`config.mk`:
```
export PLATFORM = sky130hd
export DESIGN_NAME = mux_bus_seq
export DESIGN_NICKNAME = d
export VERILOG_FILES = /design/src/rtl/mux_bus_seq.sv
export SDC_FILE = /design/constraint.sdc
export NUM_CORES = 1
export LEC_CHECK = 0
export ABC_AREA = 1
export BUFFER_PORTS_ARGS = -buffer_cell sky130_fd_sc_hd__buf_2
export CORE_MARGIN = 5
export CORE_UTILIZATION = 50
export DETAILED_ROUTE_END_ITERATION = 8
export GPL_ROUTABILITY_DRIVEN = 0
export GPL_TIMING_DRIVEN = 0
export MAX_ROUTING_LAYER = met4
export PLACE_DENSITY = 0.79
export REMOVE_ABC_BUFFERS = 1
export SYNTH_ARGS = -nofsm -noshare
export SYNTH_HDL_FRONTEND = slang
export SYNTH_SLANG_ARGS = --single-unit
export TNS_END_PERCENT = 20
```
`constraint.sdc`:
```
create_clock -name clk -period 3.16 [get_ports clk]
set_input_delay 0.474 -clock clk [delete_from_list [all_inputs] [get_ports clk]]
set_output_delay 0.474 -clock clk [all_outputs]
set_load 0.01 [all_outputs]
```
`src/rtl/mux_bus_seq.sv`:
```
module mux_bus_seq #(
  parameter int AW = 20,
  parameter int DW = 16
) (
  input  logic          clk,
  input  logic          rst_n,
  input  logic          req_valid,
  output logic          req_ack,
  input  logic          req_write,
  input  logic          req_mem,
  input  logic          req_hi,
  input  logic [AW-1:0] req_addr,
  input  logic [DW-1:0] req_wdata,
  output logic [DW-1:0] rd_data,
  output logic          rd_valid,
  output logic [DW-1:0] ad_out,
  output logic          ad_oe,
  input  logic [DW-1:0] ad_in,
  output logic [AW-DW-1:0] adr_hi,
  output logic          ale,
  output logic          mio,
  output logic          bhe_n,
  output logic          rd_n,
  output logic          wr_n,
  output logic          den,
  output logic          dtr,
  output logic          bus_oe,
  input  logic          ready,
  input  logic          hold,
  output logic          hlda
);

  localparam int HW = AW - DW;

  typedef enum logic [2:0] {S_IDLE, S_T1, S_T2, S_T3, S_TW, S_T4, S_HELD} tstate_t;

  tstate_t       st;
  logic          ph;
  logic          c_wr, c_mem, c_hi;
  logic [AW-1:0] c_addr;
  logic [DW-1:0] c_wdata;

  wire in_t1   = (st == S_T1);
  wire in_t2   = (st == S_T2);
  wire in_t4   = (st == S_T4);
  wire in_mid  = (st == S_T2) || (st == S_T3) || (st == S_TW);
  wire in_cyc  = in_t1 || in_mid || in_t4;
  wire t4_head = in_t4 && !ph;
  wire bound   = (st == S_IDLE) || (in_t4 && ph);

  assign req_ack = bound && !hold;

  assign hlda   = (st == S_HELD);
  assign bus_oe = !hlda;
  assign ale    = in_t1 && !ph;
  assign mio    = in_cyc && c_mem;
  assign dtr    = in_cyc && c_wr;
  assign bhe_n  = !(in_cyc && c_hi);
  assign den    = in_mid || t4_head;
  assign wr_n   = !(c_wr && in_mid);
  assign rd_n   = !(!c_wr && ((in_t2 && ph) || (st == S_T3) || (st == S_TW)));
  assign ad_oe  = in_t1 || (c_wr && (in_mid || t4_head));
  assign ad_out = in_t1 ? c_addr[DW-1:0] : c_wdata;
  assign adr_hi = c_addr[AW-1:DW];

  always_ff @(posedge clk or negedge rst_n) begin
    if (!rst_n) begin
      st       <= S_IDLE;
      ph       <= 1'b0;
      c_wr     <= 1'b0;
      c_mem    <= 1'b0;
      c_hi     <= 1'b0;
      c_addr   <= '0;
      c_wdata  <= '0;
      rd_data  <= '0;
      rd_valid <= 1'b0;
    end else begin
      rd_valid <= 1'b0;
      case (st)
        S_IDLE, S_T4: begin
          if (in_t4 && !ph) begin
            ph <= 1'b1;
          end else begin
            ph <= 1'b0;
            if (hold) begin
              st <= S_HELD;
            end else if (req_valid) begin
              st      <= S_T1;
              c_wr    <= req_write;
              c_mem   <= req_mem;
              c_hi    <= req_hi;
              c_addr  <= req_addr;
              c_wdata <= req_wdata;
            end else begin
              st <= S_IDLE;
            end
          end
        end
        S_T1: begin
          ph <= !ph;
          if (ph) st <= S_T2;
        end
        S_T2: begin
          ph <= !ph;
          if (ph) st <= S_T3;
        end
        S_T3, S_TW: begin
          if (!ph) begin
            ph <= 1'b1;
          end else begin
            ph <= 1'b0;
            if (ready) begin
              st <= S_T4;
              if (!c_wr) begin
                rd_valid <= 1'b1;
                rd_data  <= ad_in;
              end
            end else begin
              st <= S_TW;
            end
          end
        end
        S_HELD: begin
          ph <= 1'b0;
          if (!hold) st <= S_IDLE;
        end
        default: begin
          st <= S_IDLE;
          ph <= 1'b0;
        end
      endcase
    end
  end

endmodule

```
### Word level (Yosys, flattened, before mapping)

Cells that the tools add are included.

* mux-type cells: 17
* reduce and logical (&&, ||, !) cells: 34
* equal/unequal tests: 11
* bitwise logic cells: 3

Operators by type and width (count)
* 3-bit 2-to-1 mux: 6
* 16-bit 2-to-1 mux: 1
* 3-bit case mux with 5 select lines: 1
* 1-bit logical AND: 11
* 2-bit != test, second input constant: 5
* 3-bit equality test, second input constant: 3
* 1-bit logical OR: 9
* 1-bit 2-to-1 mux: 8
* 4-bit AND reduction: 2
* 1-bit logical NOT: 7
* 3-bit by 2-bit equality test with 1-bit output, second input constant: 2
* 2-bit OR reduction: 3
* 5-bit AND reduction: 1
* 3-bit by 1-bit equality test with 1-bit output, second input constant: 1
* 3-bit logical NOT: 1
* 1-bit NOT: 3
* 1-bit case mux with 3 select lines: 1

* bits in registers: 60
* logic and storage cells: 74
* output and inout port bits: 48
* input bits: 60

### Depth between registers and ports, before layout

Gate-level depths: netlist of run 1.

* depth after elaboration: 7
* mapped depth: 9
* gate-level depth less buffers: 7

### Least setup slack after synthesis of run 1

No wires, ideal clock.

* kind: flip-flop to output port
* start point: reg st[2]
* end point: out ad_out[0]
* path slack: 1.533 ns
* data arrival time: 1.153 ns
* required time: 2.686 ns
* stages on the path, launching flop included: 5
* cells stage by stage: dfrtp_1 > inv_1 > nand3_1 > buf_2 > mux2_2

* longest elaborated chain between the ends: 2

Ends and longest elaborated chain
* start, declared: RTL line 37 `tstate_t st;`
* start signal, assigned: RTL line 68 `st <= S_IDLE;`
* start signal, assigned: RTL line 86 `st <= S_HELD;`
* start signal, assigned: RTL line 88 `st <= S_T1;`
* 3-bit by 1-bit equality test with 1-bit output: RTL line 43 `wire in_t1 = (st == S_T1);`
* 16-bit 2-to-1 mux: RTL line 63 `assign ad_out = in_t1 ? c_addr[DW-1:0] : c_wdata;`
* end, declared: RTL line 16 `output logic [DW-1:0] ad_out,`

No other way between the ends.

### Worst setup path in the final report of run 1

* start point: reg st[2]
* end point: out ad_out[2]

Same word-level chain as after synthesis.

==> results.md, run 1 <==
- The initial antenna violation count came to 0.
- Buffers added to address setup during post-CTS repair amount to 0.
- The proportion of synthesized chip area in sequential cells is 0.5502.
- The die footprint is 7035 um^2.
- The maximum fanout along the worst path is 20.
- Counting I/O delays and the setup requirement, the final critical path takes around 2.8 ns.
- In the final layout, the share of cells above drive strength 1 is 0.3381.
- The initial cell density of the core is 0.5243.
- The detailed-router iteration count before antenna repair is 4.
- For this run, the slowest stage of the critical path takes 0.69 ns.
- In the finished design, the share of the clock period the worst path needs comes to 0.8781.
- The critical path goes through inv_1 > nand3_1 > mux2_2 > buf_2.
- Setup repair after global routing left no endpoint under its margin.
- Static timing analysis puts the maximum clock frequency at 0.3604 GHz.
- The core area is 5205 um^2.
- After detailed routing, the number of remaining DRC violations is 0.
- Global routing finished with a remaining overflow of 0.
- After detailed routing, the number of vias per cell comes to 4.566.
- Max-cap violations in this run came to 0.
- The number of stages on the worst setup path is 4.
- The number of diodes added for antenna fixing is 0.
- The area added between synthesis and finish is 25.72%.
- For this run, the total global-route usage over all layers was measured as 0.1738.
- Data on the critical path arrives at its endpoint at approximately 2.3 ns.
- The average instance in the mapped netlist occupies ~8.6 um^2.
- The global-route wire length before repair is between 9 and 10 mm.
- In this design, the largest share of critical-path delay is due to simple AND/OR/NAND/NOR gates.
- The detail route stage leaves a number of antenna-violating nets equal to 0.
- The number of global-route vias before repair was 2,283.
- The post-CTS resize count is 0.
- Dividing the detail-routed wire length by the instance count gives 11.52 um.
- The normalized max-slew margin is 0.3474.
- The final route contains 2,251 vias.
- The number of synthesized register bits is 60.
- The maximum level of the CTS H-tree is 3.
- The sum of routed wire length over all layers is 5.677 mm.
- The clock transition at the registers of the reported paths is 0.06 ns.
- The synthesis warning total is 0.
- The x dimension of the die is 83.88 um.
- After synthesis, the netlist uses 19 different library cells.
- The setup slack after layout is 0.3853 ns.
- CTS saw 60 sinks.
- Among all stages on the critical path, the largest delay is contributed by sky130_fd_sc_hd__nand3_1.
- The pre-CTS setup slack is approximately 0.65 ns.
- The fill cell total of the finished layout is approximately 430.
- The max-slew violation count is 0.
- The number of setup violations in the final report is 0.
- The worst setup path is launched from a flip-flop.
- For this design the static power due to leakage is 0.002047 uW.
- The maximum clock insertion buffer count is 2.
- The maximum clock skew at final layout is slightly below 0.006 ns.
- Input and output buffers added on the ports amount to 107.
- The cell count after synthesis is 317.
- The number of cell instances on the worst register-to-register path is 5.
- The number of buffers added by the clock tree synthesis step is 9.
- In this run the worst hold path is classified as input pin to asynchronous set/reset pin.
- The number of hold-repair buffers added at the cts stage is 0.
- The worst setup path is captured at an output pin.
- The measured slew at the worst slew-check pin is between 0.9 and 1 ns.
- The root buffer cell chosen for the clock tree is sky130_fd_sc_hd__clkbuf_8.
- At the later pin of the worst-skew pair, clock insertion delay measures approximately 0.33 ns.
- The power density over the cells is 955.6 nW/um^2.
- The net count of the finished layout is 479.
- Across the VDD grid, the largest voltage drop is 0.5449 mV.
- The chip height is 83.88 um.
- The number of design-rule violations left by the first detailed-router iteration is 109.
- The half-perimeter wire length of the detailed placement result is 4.104 mm.
- The hold violation total from the final report was 0.
- STA puts the critical path data required time at 2.69 ns.
- The critical path contains buffers and inverters numbering 2 combined.
- Entering global routing, the biggest net connects 79 pins.
- The run finished with clean final reports.
- The critical path class is flip-flop to output pin.
- The number of rows created at floorplan is 26.
- After synthesis the cells add up to between 2000 and 3000 um^2.
- The TritonCTS clock tree is yes.
- The aggregate negative setup slack is 0 ns.
- The count of pins on the block boundary is 108.
[layout make-up]
class                      instances  area, um^2  area share
clock buffer                      10       137.6     0.04012
clock inverter                     5       52.55     0.01532
tap                               70       87.58     0.02553
inverter                          51       191.4     0.05580
timing repair buffer             107       538.0      0.1568
sequential                        60        1501      0.4376
multi-input combinational        190       922.1      0.2688
[cell usage after synthesis]
master                       n  area [um^2]
sky130_fd_sc_hd__a21oi_1     3        15.01
sky130_fd_sc_hd__buf_2       5        25.02
sky130_fd_sc_hd__buf_4       4        30.03
sky130_fd_sc_hd__buf_6       4        45.04
sky130_fd_sc_hd__clkbuf_1    1        3.750
sky130_fd_sc_hd__clkbuf_2    2        10.01
sky130_fd_sc_hd__dfrtp_1    60         1501
sky130_fd_sc_hd__inv_1      50        187.7
sky130_fd_sc_hd__inv_2       1        3.750
sky130_fd_sc_hd__mux2_2     16        180.2
sky130_fd_sc_hd__nand2_1   111        416.7
sky130_fd_sc_hd__nand2_2     2        12.51
sky130_fd_sc_hd__nand3_1     6        30.03
sky130_fd_sc_hd__nand3_4     1        17.52
sky130_fd_sc_hd__nor2_1      7        26.28
sky130_fd_sc_hd__o21a_1      1        7.510
sky130_fd_sc_hd__o21ai_0    22        110.1
sky130_fd_sc_hd__o21ai_1    20        100.1
sky130_fd_sc_hd__or2_2       1        6.260
[power breakdown]
part | switching, uW | total [uW] | internal [uW]
Combinational | 749 | 1320 | 572
Clock | 283 | 659 | 377
Sequential | 185 | 1300 | 1110
[cell usage in the layout, fill, tap and decap left out]
master	synthesis	routed
sky130_fd_sc_hd__a21oi_1	3	3
sky130_fd_sc_hd__buf_2	5	106
sky130_fd_sc_hd__buf_4	4	1
sky130_fd_sc_hd__bufinv_16	0	1
sky130_fd_sc_hd__clkbuf_8	0	10
sky130_fd_sc_hd__clkinv_2	0	3
sky130_fd_sc_hd__clkinvlp_4	0	1
sky130_fd_sc_hd__dfrtp_1	60	60
sky130_fd_sc_hd__inv_1	50	50
sky130_fd_sc_hd__inv_2	1	1
sky130_fd_sc_hd__mux2_2	16	16
sky130_fd_sc_hd__nand2_1	111	111
sky130_fd_sc_hd__nand2_2	2	2
sky130_fd_sc_hd__nand3_1	6	6
sky130_fd_sc_hd__nand3_4	1	1
sky130_fd_sc_hd__nor2_1	7	7
sky130_fd_sc_hd__o21a_1	1	1
sky130_fd_sc_hd__o21ai_0	22	22
sky130_fd_sc_hd__o21ai_1	20	20
sky130_fd_sc_hd__or2_2	1	1
[through the flow]
step	power [uW]	std cells	area, um^2	util	hold WS (ns)
6_report	3278	493	3431	0.6591	0.1956
5_1_grt	3559	493	3431	0.6591	0.2802
3_3_place_gp	2600	478	3238	0.6221	0.4576
3_5_place_dp	2654	478	3238	0.6221	0.4637
4_1_cts	3329	493	3428	0.6587	0.3246
2_1_floorplan	2126	301	2615	-	0.1784
[logic make-up after synthesis]
group                  Yosys count  synth area share
flip-flops                      60            0.5502
AO/OA/AOI/OAI                   46           0.08528
multiplexers                    16           0.06602
buffers and inverters           67            0.1119
AND/OR/NAND/NOR                128            0.1866
[layer usage]
metal	track usage	up-vias	wire, um
met3	0.05528	6	527
met4	0.07749	0	80
met2	0.2748	87	2554
met1	0.2032	987	2513
met5	-	-	0
li1	-	1171	-
[sequential cells by signal (all words and copies together) (netlist names)]
signal	cells
c_wr	1
c_mem	1
rd_valid	1
st	3
c_hi	1
rd_data	16
ph	1
c_addr	20
c_wdata	16
[worst reg2reg max path, delay by kind of cell (launching register included)]
kind	cells	cell delay, ns
flops	1	0.43
buf+inv	1	0.14
simple gates	3	0.88
compound gates	1	0.46
[worst paths after layout]
path | start | endpoint | slack (ns)
max in group asynchronous | rst_n | rd_data[4] | 2.46
max | st[2] | ad_out[2] | 0.39
max reg2reg | st[1] | c_addr[1] | 1.15
min in group clk | ad_in[1] | rd_data[1] | 0.34
min | rst_n | c_addr[19] | 0.20
min reg2reg | rd_data[7] | rd_data[7] | 0.48
(Power assumes the default switching activity.)
==> run 2, diff against run 1 <==
Settings changed: CORE_UTILIZATION 50 to 52, PLACE_DENSITY 0.79 to 0.82.
==> results.md, run 2 (synthesis results as in run 1) <==
- The largest net degree at the start of global routing is 79 (unchanged).
- The launch instance of the worst register-to-register path was st[0] (was st[1]).
- The clock period minus worst slack was 2.828 ns (was 2.775 ns).
- The number of setup violations in the final report is 0 (unchanged).
- The routed via count is 2,290 (was 2,251).
- The x dimension of the die is 82.44 um (was 83.88 um).
- The aggregate negative setup slack came to 0 ns (unchanged).
- The half-perimeter wire length of the detailed placement result came to 4.214 mm (was 4.104 mm).
- The normalized max-slew margin is 0.3387 (was 0.3474).
- The detail-routed net length per standard cell was 11.65 um (was 11.52 um).
- The fraction of final layout cells sized beyond drive strength 1 came to 0.3333 (was 0.3381).
- The maximum level of the CTS H-tree came to 3 (unchanged).
- Most frequent cells in the layout: 111 x sky130_fd_sc_hd__nand2_1, 106 x sky130_fd_sc_hd__buf_2, 60 x sky130_fd_sc_hd__dfrtp_1, 50 x sky130_fd_sc_hd__inv_1, 22 x sky130_fd_sc_hd__o21ai_0 (unchanged).
- The number of hold-repair buffers added at the cts stage came to 0 (unchanged).
- The power density over the cells is 944.5 nW/um^2 (was 955.6 nW/um^2).
- The core area came to 5107 um^2 (was 5205 um^2).
- The hold violation total from the final report is 0 (unchanged).
- The share of the cycle needed by the critical path after routing is 0.8950 (was 0.8781).
- The length of routed met2 wiring is 2.663 mm (was 2.554 mm).
- The type of the most critical hold path is input pin to asynchronous set/reset pin (unchanged).
- The met3 wire length came to 588 um (was 527 um).
- The max-slew violation count is 0 (unchanged).
- The number of input and output port buffers inserted is 107 (unchanged).
- The TritonCTS clock tree was yes (unchanged).
- Largest regs: c_addr x20, c_wdata x16, rd_data x16 (unchanged).
- The type of destination of the critical path is an output pin (unchanged).
- The net count of the finished layout was 479 (unchanged).
- The detailed-router iteration count before antenna repair was 4 (unchanged).
- The sum of routed wire length over all layers was 5.745 mm (was 5.677 mm).
- The die footprint is 6796 um^2 (was 7035 um^2).
- The worst path required time is 2.69 ns (about the same).
- The area added between synthesis and finish came to 24.94% (was 25.72%).
- The static leakage is 0.002039 uW (was 0.002047 uW).
- The pre-CTS setup slack is 0.6224 ns (was 0.6484 ns).
- The launch point of the critical path is st[2] (unchanged).
- The top layer reached by signal wires is met4 (unchanged).
- The count of buffer and inverter cells on the critical path was 2 (unchanged).
- The residual DRC count is 0 (unchanged).
- The gate family responsible for the most delay along the worst path is simple AND/OR/NAND/NOR gates (unchanged).
- The most common cell after layout, fill and taps aside is sky130_fd_sc_hd__nand2_1 (unchanged).
- The highest clock rate is 0.3536 GHz (was 0.3604 GHz).
- The worst endpoint data arrival time is 2.35 ns (was 2.30 ns).
- The slack of the worst reg-to-reg path is 1.14 ns (was 1.15 ns).
- Outcome: complete, no violations (unchanged).
- The number of non-filler instances in the completed layout is 493 (unchanged).
- The number of maximum-capacitance constraint violations was 0 (unchanged).
- The chip height was 82.44 um (was 83.88 um).
- The maximum fanout along the worst path came to 20 (unchanged).
- The global-route wire length before repair is 9.294 mm (was 9.687 mm).
- The number of buffers added by the clock tree synthesis step is 9 (unchanged).
- Setup repair after global routing missed its margin: no (unchanged).
- The total placed cells including tap cells is 478 (unchanged).
- The clock network fraction of total power is 0.182 (was 0.201).
- The peak per-stage delay on the critical path is 0.71 ns (was 0.69 ns).
- The fill cell total of the finished layout is 450 (was 434).
- The cell-internal power was 2007 uW (was 2062 uW).
- The combinational power share is 0.412 (was 0.403).
- The number of flip-flops under the largest register name is 20 (unchanged).
- The initial cell density of the core is 0.5343 (was 0.5243).
- The maximum clock insertion buffer count is 2 (unchanged).
- The reg-to-reg endpoint is c_wdata[1] (was c_addr[1]).
- The number of sinks handled by clock tree synthesis was 60 (unchanged).
- The switching share of total power is 0.3768 (was 0.3710).
- The number of rows created at floorplan is 26 (unchanged).
- The maximum clock skew at final layout is 0.006839 ns (was 0.005827 ns).
- The measured slew at the worst slew-check pin came to 0.9892 ns (was 0.9762 ns).
- The number of diodes added for antenna fixing is 0 (unchanged).
- The residual overflow from global routing is 0 (unchanged).
- The register name with the most flops is c_addr (unchanged).
- The initial antenna violation count was 0 (unchanged).
- The number of nets with antenna violations after routing came to 0 (unchanged).
- The setup slack after layout is 0.3318 ns (was 0.3853 ns).
- The maximum vdd drop is 0.4761 mV (was 0.5449 mV).
- The count of pins on the block boundary was 108 (unchanged).
- The number of global-route vias before repair came to 2,221 (was 2,283).
- The critical path class is flip-flop to output pin (unchanged).
- The post-CTS setup buffer count is 0 (unchanged).
- The overall power is 3220 uW (was 3278 uW).
- Cell chain of the critical path: inv_1 > nand3_1 > mux2_2 > buf_2 (unchanged).
- The cell at the root of the clock tree is sky130_fd_sc_hd__clkbuf_8 (unchanged).
- The slowest library cell on the worst path was sky130_fd_sc_hd__nand3_1 (unchanged).
- The switching power came to 1213 uW (was 1216 uW).
- The wire length on met1 is 2.423 mm (was 2.513 mm).
- The clock latency reported for the late side of the worst-skew pair is 0.32 ns (was 0.33 ns).
- The number of cell instances on the worst register-to-register path was 5 (unchanged).
- The sequential group share of total power came to 0.406 (was 0.396).
- The all-layer global routing usage came to 0.1864 (was 0.1738).
- The number of vias per cell after detailed routing came to 4.645 (was 4.566).
- The post-CTS resize count is 0 (unchanged).
- The kind of launch point of the worst setup path is a flip-flop (unchanged).
- The number of design-rule violations left by the first detailed-router iteration is 56 (was 109).
- The clock transition at the registers of the reported paths is 0.06 ns (about the same).
==> run 2: changes by cell type in the layout (fill, tap and decap cells not counted) <==
cell	change
sky130_fd_sc_hd__clkbuf_1	+2
sky130_fd_sc_hd__clkbuf_8	+1
sky130_fd_sc_hd__clkinv_2	-1
sky130_fd_sc_hd__bufinv_16	-1
sky130_fd_sc_hd__clkinvlp_4	-1
==> run 2: worst max-delay path by stage <==
stage	endpoint	slack (ns)	cells past startpoint
2_1_floorplan	ad_out[0]	1.22	3
3_3_place_gp	ad_out[4]	0.70	4
3_5_place_dp	ad_out[6]	0.62	4
4_1_cts	ad_out[6]	0.25	4
5_1_grt	mio	0.07	6
6_report	ad_out[4]	0.33	4
==> run 2: layout make-up <==
type,count,area [um^2],area share
clock buffers,13,158.9,0.04661
clock inverters,2,10.01,0.002936
inverters,51,191.4,0.05615
multi-input cells,190,922.1,0.2705
flip-flops and latches,60,1501,0.4404
well taps,70,87.58,0.02569
repair buffers,107,538.0,0.1578
==> run 2: layer usage <==
metal,track usage,up-vias
met3,0.05423,10
met4,0.08472,0
li1,-,1171
met2,0.3021,94
met5,-,-
met1,0.2137,1015
==> run 2: power groups by stage <==
stage,sequential (uW),combinational (uW),clock (uW)
2_1_floorplan,1330,793,0
3_3_place_gp,1290,1310,0
3_5_place_dp,1320,1350,0
4_1_cts,1310,1350,603
5_1_grt,1350,1500,646
6_report,1310,1330,586
==> run 2: worst reg2reg max path, cell delays in order (launching register included) <==
cell	delay (ns)
sky130_fd_sc_hd__dfrtp_1	0.46
sky130_fd_sc_hd__nor2_1	0.21
sky130_fd_sc_hd__nand2_2	0.08
sky130_fd_sc_hd__nand2_1	0.17
sky130_fd_sc_hd__nand3_4	0.55
sky130_fd_sc_hd__o21ai_0	0.45
==> run 2: through the flow <==
step                area (um^2)  hold slack [ns]  utilization
finish                     3410           0.2058       0.6676
global route               3410           0.2714       0.6676
CTS                        3407           0.3320       0.6671
detailed placement         3238           0.4594       0.6340
global placement           3238           0.4557       0.6340
floorplan                  2615           0.1784            -
==> run 3, diff against run 2 <==
Settings changed: ABC_AREA 1 to default.
==> results.md, run 3 <==
- Outcome: complete, no violations (unchanged).
- The number of nets with antenna violations after routing was 0 (unchanged).
- The number of setup violations in the final report came to 0 (unchanged).
- The static leakage is 0.001683 uW (was 0.002039 uW).
- The combinational family with the most area after synthesis is multiplexers (was simple AND/OR/NAND/NOR gates).
- The critical path class was flip-flop to output pin (unchanged).
- The top-area cell type share of the netlist area is 0.5576 (was 0.5502).
- The cell count after synthesis is 194 (was 317).
- The all-layer global routing usage is 0.1882 (was 0.1864).
- The async set-or-reset flop fraction in the synthesized netlist is 1.000 (unchanged).
- The largest net degree at the start of global routing was 61 (was 79).
- The normalized max-slew margin is 0.4394 (was 0.3387).
- Cell chain of the critical path: nor3b_2 > buf_6 > mux2_2 > buf_2 (was inv_1 > nand3_1 > mux2_2 > buf_2).
- The cell at the root of the clock tree is sky130_fd_sc_hd__clkbuf_8 (unchanged).
- The detail-routed net length per standard cell was 15.35 um (was 11.65 um).
- The half-perimeter wire length of the detailed placement result is 4.118 mm (was 4.214 mm).
- The clock latency reported for the late side of the worst-skew pair is 0.32 ns (about the same).
- The mean instance size in the synthesized netlist is 13.88 um^2 (was 8.608 um^2).
- The residual DRC count is 0 (unchanged).
- The clock period minus worst slack came to 2.883 ns (was 2.828 ns).
- The highest clock rate came to 0.3468 GHz (was 0.3536 GHz).
- The number of synthesized register bits came to 60 (unchanged).
- The number of flops mapped to enable cells by yosys is 0 (unchanged).
- The share of the synthesized area in compound gates (AO/OA/AOI/OAI) is 0.04740 (was 0.08528).
- The fill cell total of the finished layout is 415 (was 450).
- The pre-CTS setup slack is 0.5958 ns (was 0.6224 ns).
- The area added between synthesis and finish is 28.25% (was 24.94%).
- The power density over the cells is 1011 nW/um^2 (was 944.5 nW/um^2).
- The net count of the finished layout is 358 (was 479).
- The clock transition at the registers of the reported paths came to 0.06 ns (about the same).
- The initial antenna violation count is 0 (unchanged).
- The peak per-stage delay on the critical path came to 0.67 ns (was 0.71 ns).
- The routed via count is 1,902 (was 2,290).
- The count of pins on the block boundary is 108 (unchanged).
- The number of flip-flops under the largest register name is 20 (unchanged).
- The number of maximum-capacitance constraint violations is 0 (unchanged).
- Largest regs: c_addr x20, c_wdata x16, rd_data x16 (unchanged).
- The measured slew at the worst slew-check pin is 0.8382 ns (was 0.9892 ns).
- The xor-xnor portion of the synthesized cell area is 0 (unchanged).
- The number of hold-repair buffers added at the cts stage came to 0 (unchanged).
- The most repeated cell in the gate-level netlist after synthesis is sky130_fd_sc_hd__mux2_2 (was sky130_fd_sc_hd__nand2_1).
- The proportion of synthesized chip area in sequential cells came to 0.5576 (was 0.5502).
- The number of vias per cell after detailed routing is 5.113 (was 4.645).
- The max-slew violation count is 0 (unchanged).
- The instance area at placement is 3282 um^2 (was 3238 um^2).
- The x dimension of the die came to 81.96 um (was 82.44 um).
- The kind of launch point of the worst setup path is a flip-flop (unchanged).
- The number of buffers added by the clock tree synthesis step came to 9 (unchanged).
- The die footprint is 6717 um^2 (was 6796 um^2).
- Setup repair after global routing missed its margin: no (unchanged).
- The share of cell area taken by muxes after synthesis was 0.2969 (was 0.06602).
- The post-CTS resize count is 0 (unchanged).
- The number of diodes added for antenna fixing came to 0 (unchanged).
- The post-CTS setup buffer count is 0 (unchanged).
- The synthesis warning total is 0 (unchanged).
- The chip height is 81.96 um (was 82.44 um).
- The maximum level of the CTS H-tree is 3 (unchanged).
- Commonest cells post-synth: 71 x sky130_fd_sc_hd__mux2_2, 60 x sky130_fd_sc_hd__dfrtp_1, 6 x sky130_fd_sc_hd__clkbuf_1 (was 111 x sky130_fd_sc_hd__nand2_1, 60 x sky130_fd_sc_hd__dfrtp_1, 50 x sky130_fd_sc_hd__inv_1, 22 x sky130_fd_sc_hd__o21ai_0, 20 x sky130_fd_sc_hd__o21ai_1).
- The most common cell after layout, fill and taps aside is sky130_fd_sc_hd__buf_2 (was sky130_fd_sc_hd__nand2_1).
- The hold violation total from the final report is 0 (unchanged).
- The top flip-flop cell by instance count after synthesis is sky130_fd_sc_hd__dfrtp_1 (unchanged).
- Top area cells in the synthesized netlist: sky130_fd_sc_hd__dfrtp_1 56%, sky130_fd_sc_hd__mux2_2 30%, sky130_fd_sc_hd__nor2b_1 1.2% (was sky130_fd_sc_hd__dfrtp_1 55%, sky130_fd_sc_hd__nand2_1 15%, sky130_fd_sc_hd__inv_1 6.9%).
- The residual overflow from global routing is 0 (unchanged).
- The initial cell density of the core was 0.5306 (was 0.5343).
- The maximum clock insertion buffer count is 2 (unchanged).
- The number of input and output port buffers inserted is 107 (unchanged).
- The count of cell types in the netlist is 28 (was 19).
- The slowest library cell on the worst path is sky130_fd_sc_hd__nor3b_2 (was sky130_fd_sc_hd__nand3_1).
- The final design area excluding fillers was 3453 um^2 (was 3410 um^2).
- The setup slack after layout is 0.2767 ns (was 0.3318 ns).
- Most frequent cells in the layout: 106 x sky130_fd_sc_hd__buf_2, 71 x sky130_fd_sc_hd__mux2_2, 60 x sky130_fd_sc_hd__dfrtp_1, 11 x sky130_fd_sc_hd__clkbuf_8, 5 x sky130_fd_sc_hd__nor2b_1 (was 111 x sky130_fd_sc_hd__nand2_1, 106 x sky130_fd_sc_hd__buf_2, 60 x sky130_fd_sc_hd__dfrtp_1, 50 x sky130_fd_sc_hd__inv_1, 22 x sky130_fd_sc_hd__o21ai_0).
- The detailed-router iteration count before antenna repair was 4 (unchanged).
- The number of design-rule violations left by the first detailed-router iteration came to 61 (was 56).
- The number of global-route vias before repair is 1,978 (was 2,221).
- The global-route wire length before repair is 9.142 mm (was 9.294 mm).
- The worst endpoint data arrival time came to 2.41 ns (was 2.35 ns).
- The type of the most critical hold path is input pin to asynchronous set/reset pin (unchanged).
- The number of sinks handled by clock tree synthesis is 60 (unchanged).
- The fraction of final layout cells sized beyond drive strength 1 is 0.6523 (was 0.3333).
- The sum of routed wire length over all layers was 5.712 mm (was 5.745 mm).
- The post-synthesis simple-gate area fraction is 0.06227 (was 0.1866).
- The register name with the most flops is c_addr (unchanged).
- The adder-cell share of the synthesized area is 0 (unchanged).
- The TritonCTS clock tree is yes (unchanged).
- The top cell type by total area after synthesis is sky130_fd_sc_hd__dfrtp_1 (unchanged).
- The maximum clock skew at final layout is 0.007628 ns (was 0.006839 ns).
- The maximum fanout along the worst path is 18 (was 20).
- The type of destination of the critical path was an output pin (unchanged).
- The worst path required time is 2.69 ns (about the same).
- The cell area after synthesis was 2693 um^2 (was 2729 um^2).
- The number of rows created at floorplan came to 26 (unchanged).
- The maximum vdd drop was 0.5347 mV (was 0.4761 mV).
- The share of the cycle needed by the critical path after routing is 0.9124 (was 0.8950).
- The core area came to 5075 um^2 (was 5107 um^2).
==> run 3: per-stage QoR <==
stage	util	power, uW	cells	TNS, ns	hold slack (ns)
after CTS	0.6800	3548	372	0	0.3656
after detailed placement	0.6467	2934	357	0	0.4874
after global routing	0.6805	3744	372	0	0.2683
after floorplan	-	2338	178	-35.64	0.1784
final	0.6805	3492	372	0	0.2116
after global placement	0.6358	2851	355	-102.07	0.4819
==> run 3: cell families after synthesis <==
group / count (synthesis)
AO/OA/AOI/OAI: 17
buffers and inverters: 18
flip-flops: 60
multiplexers: 71
AND/OR/NAND/NOR: 28
==> run 3: power by group <==
group / switching [uW] / internal, uW / leakage (uW)
clock: 268 / 321 / 0.0000893
combinational: 652 / 830 / 0.000866
sequential: 275 / 1150 / 0.000727
==> run 3: area by class of cell <==
class	instances	area, um^2	share of cell area
flip-flops and latches	60	1501	0.4348
multi-input cells	116	1111	0.3217
repair buffers	109	576.8	0.1670
clock buffers	13	158.9	0.04601
well taps	70	87.58	0.02536
clock inverters	2	10.01	0.002899
inverters	2	7.507	0.002174
==> run 3: worst paths after layout <==
kind / to / slack, ns / startpoint / cells past startpoint
min in group clk: rd_data[12] / 0.38 / ad_in[12] / 2
max in group asynchronous: c_addr[12] / 2.45 / rst_n / 1
worst min register to register: c_addr[14] / 0.50 / c_addr[14] / 1
worst max register to register: rd_data[2] / 0.76 / st[2] / 3
worst max-delay path: ad_out[1] / 0.28 / st[0] / 4
worst min-delay path: rd_data[12] / 0.21 / rst_n / 1
==> run 3: metal layers <==
metal,global-route usage,part of all wire
met5,-,0
met4,0.07973,0.012
met3,0.04605,0.057
met2,0.2997,0.51
met1,0.2285,0.42
==> run 3: worst max-delay path: cells and delay by family (launching register included) <==
family	cells	cell delay, ns
flops	1	0.66
simple gates	1	0.67
mux	1	0.35
buf+inv	2	0.41
